[src/rtl/port_ctl_pkg.sv]
package port_ctl_pkg;
  localparam int unsigned DATA_W = 32;

  localparam int unsigned B_PRST  = 0;
  localparam int unsigned B_DRST  = 1;
  localparam int unsigned B_INIT  = 2;
  localparam int unsigned B_WOC   = 3;
  localparam int unsigned B_RSUM  = 6;
  localparam int unsigned B_ACT32 = 10;
  localparam int unsigned B_PMEN  = 13;
  localparam int unsigned B_RDY   = 31;

  localparam logic [DATA_W-1:0] WR_MASK =
      (DATA_W'(1) << B_PRST)  | (DATA_W'(1) << B_DRST) | (DATA_W'(1) << B_INIT) |
      (DATA_W'(1) << B_WOC)   | (DATA_W'(1) << B_RSUM) | (DATA_W'(1) << B_ACT32) |
      (DATA_W'(1) << B_PMEN);

  localparam logic [DATA_W-1:0] RST_VAL = DATA_W'(1) << B_PRST;
endpackage

[src/rtl/port_ctl_bank.sv]
module port_ctl_bank
  import port_ctl_pkg::*;
(
  input  logic              clk_i,
  input  logic              rst_ni,
  input  logic [DATA_W-1:0] set_i,
  input  logic [DATA_W-1:0] clr_i,
  output logic [DATA_W-1:0] q_o,
  output logic              rst_next_o
);
  logic [DATA_W-1:0] d;

  // clear applied after set: clear wins on collision
  assign d = ((q_o | set_i) & ~clr_i) & WR_MASK;
  assign rst_next_o = d[B_PRST] | d[B_DRST];

  always_ff @(posedge clk_i or negedge rst_ni) begin
    if (!rst_ni) q_o <= RST_VAL;
    else         q_o <= d;
  end
endmodule

[src/rtl/port_ctl_drst_tmr.sv]
module port_ctl_drst_tmr #(
  parameter int unsigned DRST_CYCLES = 64
) (
  input  logic clk_i,
  input  logic rst_ni,
  input  logic active_i,
  output logic expire_o
);
  localparam int unsigned CW = (DRST_CYCLES > 1) ? $clog2(DRST_CYCLES) : 1;
  localparam logic [CW-1:0] LAST = CW'(DRST_CYCLES - 1);

  logic [CW-1:0] cnt_q;

  assign expire_o = active_i && (cnt_q == LAST);

  always_ff @(posedge clk_i or negedge rst_ni) begin
    if (!rst_ni)                   cnt_q <= '0;
    else if (!active_i || expire_o) cnt_q <= '0;
    else                           cnt_q <= cnt_q + 1'b1;
  end
endmodule

[src/rtl/port_ctl_rdy_seq.sv]
module port_ctl_rdy_seq #(
  parameter int unsigned RDY_DELAY = 8
) (
  input  logic clk_i,
  input  logic rst_ni,
  input  logic busy_i,
  output logic ready_o
);
  localparam int unsigned CW = $clog2(RDY_DELAY + 1) > 0 ? $clog2(RDY_DELAY + 1) : 1;
  localparam logic [CW-1:0] LAST = CW'(RDY_DELAY);

  logic [CW-1:0] cnt_q;

  always_ff @(posedge clk_i or negedge rst_ni) begin
    if (!rst_ni) begin
      cnt_q   <= '0;
      ready_o <= 1'b0;
    end else if (busy_i) begin
      cnt_q   <= '0;
      ready_o <= 1'b0;
    end else if (!ready_o) begin
      if (cnt_q == LAST) ready_o <= 1'b1;
      else               cnt_q   <= cnt_q + 1'b1;
    end
  end
endmodule

[src/rtl/port_ctl_regs.sv]
module port_ctl_regs
  import port_ctl_pkg::*;
#(
  parameter int unsigned          ADDR_W      = 13,
  parameter logic [ADDR_W-1:0]    SET_ADDR    = 13'h1000,
  parameter logic [ADDR_W-1:0]    CLR_ADDR    = 13'h1004,
  parameter int unsigned          DRST_CYCLES = 64,
  parameter int unsigned          RDY_DELAY   = 8
) (
  input  logic              clk_i,
  input  logic              rst_ni,
  input  logic [ADDR_W-1:0] addr_i,
  input  logic              wr_i,
  input  logic [31:0]       wdata_i,
  output logic [31:0]       rdata_o,
  input  logic              link_up_i,
  output logic              ready_o
);
  logic              wr_set, wr_clr, drst_exp, rst_next;
  logic [DATA_W-1:0] set_vec, clr_vec, ctrl_q, status;

  assign wr_set  = wr_i && (addr_i == SET_ADDR);
  assign wr_clr  = wr_i && (addr_i == CLR_ADDR);
  assign set_vec = wr_set ? wdata_i : '0;
  assign clr_vec = (wr_clr ? wdata_i : '0) | (drst_exp ? (DATA_W'(1) << B_DRST) : '0);

  port_ctl_bank u_bank (
    .clk_i      (clk_i),
    .rst_ni     (rst_ni),
    .set_i      (set_vec),
    .clr_i      (clr_vec),
    .q_o        (ctrl_q),
    .rst_next_o (rst_next)
  );

  port_ctl_drst_tmr #(.DRST_CYCLES(DRST_CYCLES)) u_drst (
    .clk_i    (clk_i),
    .rst_ni   (rst_ni),
    .active_i (ctrl_q[B_DRST]),
    .expire_o (drst_exp)
  );

  port_ctl_rdy_seq #(.RDY_DELAY(RDY_DELAY)) u_rdy (
    .clk_i   (clk_i),
    .rst_ni  (rst_ni),
    .busy_i  (rst_next || !link_up_i),
    .ready_o (ready_o)
  );

  assign status  = ctrl_q | (ready_o ? (DATA_W'(1) << B_RDY) : '0);
  assign rdata_o = (addr_i == SET_ADDR) ? status : '0;
endmodule

[config.mk]
export PLATFORM = sky130hd
export DESIGN_NAME = port_ctl_regs
export DESIGN_NICKNAME = d
export VERILOG_FILES = /design/src/rtl/port_ctl_pkg.sv /design/src/rtl/port_ctl_bank.sv /design/src/rtl/port_ctl_drst_tmr.sv /design/src/rtl/port_ctl_rdy_seq.sv /design/src/rtl/port_ctl_regs.sv
export SDC_FILE = /design/constraint.sdc
export NUM_CORES = 1
export LEC_CHECK = 0
export ABC_CLOCK_PERIOD_IN_PS = 4000
export CAP_MARGIN = 40
export CELL_PAD_IN_SITES_DETAIL_PLACEMENT = 1
export CELL_PAD_IN_SITES_GLOBAL_PLACEMENT = 1
export CORE_MARGIN = 3
export CORE_UTILIZATION = 25
export CTS_BUF_LIST = sky130_fd_sc_hd__clkbuf_4 sky130_fd_sc_hd__clkbuf_8
export CTS_CLUSTER_SIZE = 20
export DETAILED_ROUTE_END_ITERATION = 8
export DONT_BUFFER_PORTS = 1
export PLACE_DENSITY = 0.5
export SLEW_MARGIN = 25
export SYNTH_ARGS = -nofsm -noshare
export SYNTH_HDL_FRONTEND = slang
export SYNTH_SLANG_ARGS = --single-unit
export TNS_END_PERCENT = 1
[constraint.sdc]
create_clock -name clk_i -period 4 [get_ports clk_i]
set_input_delay 0.8 -clock clk_i [delete_from_list [all_inputs] [get_ports clk_i]]
set_output_delay 0.8 -clock clk_i [all_outputs]
set_load 0.02 [all_outputs]
==> run summary <==
Top-level I/O count - 82
Nets@finish - 173
DR DRC count - 0
Final min period - 2.80 ns
Max-Cap Viols - 0
Via density - 4.44
DRT antenna net count - 0
WP data required - 3.20 ns
Relative slew slack - 0.544
Leading area contributor after synthesis - dfrtp_1
Vias in the first global route - 764
Cells after Synth - 119
Flop2flop setup slack - 2.14 ns
Hold buffer count at CTS - 0
Max VDD drop - 0.132 mV
Initial core utilization - 0.264
Routability Congestion - 0.766
DP HPWL - 1.99 mm
Reg2reg end - u_rdy.cnt_q[1]$_DFFE_PN0P_
Leading post-synthesis cells by cell area - dfrtp_1 37%, buf_4 15%, mux2i_1 4.3%
Post CTS Setup Buffer Count - 0
Num CTS Buffers - 3
DRT Pass-1 Iters - 2
CP Cell Sequence - nor4b_4 -> nand4_1 -> nor2_1 -> and2_1
Final setup vio count - 0
Grt total ovfl - 0
Mapped Avg Cell Area - 9.79 sq um
Post-CTS sizing - 0
Clk Latency, worst-skew pair - 0.25 ns
R2R Path Start - u_drst.cnt_q[0]$_DFF_PN0_
Total number of vias - 764
Synth unique cells - 33
Setup Skew - 0.00450 ns
Register area share after synthesis - 0.388
First-pass GRT wire length - 3.59 mm
Share of cells above drive strength 1 - 0.0750
1st-iter DRT viols - 23
Most used DFF post-synth - dfrtp_1
I/O Buffers - 0
RSZ-0062 raised after global routing - no
Placed cell count - 168
CP max FO - 5
CORE AREA - 0.00441 sq mm
Synth Warn # - 0
Row count - 24
PwrDens - 422 mW/mm^2
CP top delay family - simple AND/OR/NAND/NOR gates
Synth-to-Final Area Change - 0.967%
TNS Setup - 0 ns
Syn Std Cell Area - 0.00116 sq mm
DP Worst Slack - 1.13 ns
Clock sinks - 18
Final Hold Violating Endpoints - 0
Initial antenna violation count - 0
Die height - 74.3 microns
Pin count of the biggest net entering global routing - 19
Final period util - 0.700
H-tree Lvls - 1
CP max-delay cell - nor2_1
Post-synth top area share - 0.365
Status - finished, final reports clean
Startpoint Class - input port
Reg2Reg Depth - 5
Root Buffer - clkbuf_8
Post-synth EDFFs - 0
WS Path Type - input port to output pin
Die Wd - 74.3 microns
Drt wl/cell - 14.0 microns
HP Class - input port to async pin
Max clock buf depth - 2
Buf/Inv on CP - 0
Max incr delay on CP - 0.34 ns
Tightest Pin Transition - 0.677 ns
Diode count - 0
Asr flop ratio synth - 1.00
Clock transition at path regs - 0.07 ns
Yosys reg bits - 18
TritonCTS clock tree - yes
Max Slew Vio Count - 0
Worst Setup End Kind - output pin
DRT Wirelength - 2.41 mm
Max Freq - 357 MHz
Leak - 0.000527 uW
Non-filler cells, final - 172
Worst Setup Slack, final - 1.20 ns
Total GRT Usage - 0.0867
Die Area - 0.00551 sq mm
Arrival time at the worst endpoint - 2.00 ns
registers in the layout, indices dropped and copies added (netlist names):
register       count
u_bank.q_o         7
u_drst.cnt_q       6
u_rdy.cnt_q        4
u_rdy.ready_o      1
power by group:
group | switching (uW) | internal (uW) | total [uW]
Combinational | 61.2 | 43.8 | 105
Sequential | 27.0 | 216 | 243
Clock | 60.7 | 87.4 | 148
Total | 149 | 347 | 496
cells in the mapped netlist (2+ instances only):
master    n
inv_1     7
dfrtp_1  17
buf_4    24
mux2i_1   5
nor4_1    4
nor2_1    8
and2_1    7
ha_1      3
nor3_1    4
nand3_1   2
nand4_1   2
nor3b_1   2
a21oi_1   3
a31oi_1   2
xnor2_1   3
nand2_1   7
xor2_1    3
cell families (layout without fill, tap and decap cells):
logic type / count (synthesis) / after routing / synth area share
mux: 5 / 5 / 0.0430
buf+inv: 33 / 11 / 0.190
flops: 18 / 18 / 0.388
other cells: 1 / 24 / 0.00322
simple gates: 43 / 43 / 0.232
xor+xnor: 6 / 6 / 0.0451
compound gates: 10 / 10 / 0.0666
fa+ha+maj: 3 / 3 / 0.0322
cell usage in the layout (no fill, tap or decap), drive strengths merged, types with 3 or more instances in the layout:
cell and n:
a21oi 3, a31oi 3, and2 7, clkbuf 4
conb 24, dfrtp 17, ha 3, inv 7
mux2i 5, nand2 7, nor2 8, nor3 4
nor4 5, xnor2 3, xor2 3
how the worst max path moves through the flow:
stage | start | endpoint | slack, ns | depth (start not counted)
detailed placement | addr_i[7] | rdata_o[0] | 1.13 | 4
global route | addr_i[7] | rdata_o[0] | 1.04 | 4
finish | addr_i[7] | rdata_o[0] | 1.20 | 4
CTS | addr_i[7] | rdata_o[0] | 1.13 | 4
floorplan | addr_i[7] | rdata_o[10] | 1.43 | 3
global placement | addr_i[7] | rdata_o[0] | 1.15 | 4
area by class of cell:
cell class	instances	area (sq um)
clock buffer	4	55.1
tap	52	65.1
sequential	18	452
multi-input combinational	91	578
fill	523	3240
inverter	7	26.3
per-layer routing:
layer,vias up,track usage,part of all wire
met3,2,0.0297,0.10
li1,362,-,-
met1,370,0.105,0.40
met5,-,0,0
met2,30,0.141,0.49
met4,0,0.0356,0.0033
through the flow:
step | area (sq um) | util | hold slack [ns] | power [uW]
after floorplan | 1250 | - | 0.433 | 351
after global placement | 1120 | 0.254 | 0.449 | 347
after detailed placement | 1120 | 0.254 | 0.456 | 353
after CTS | 1180 | 0.266 | 0.227 | 503
after global routing | 1180 | 0.266 | 0.218 | 535
final | 1180 | 0.266 | 0.234 | 496
No activity file was read; power rests on OpenSTA's default activity.
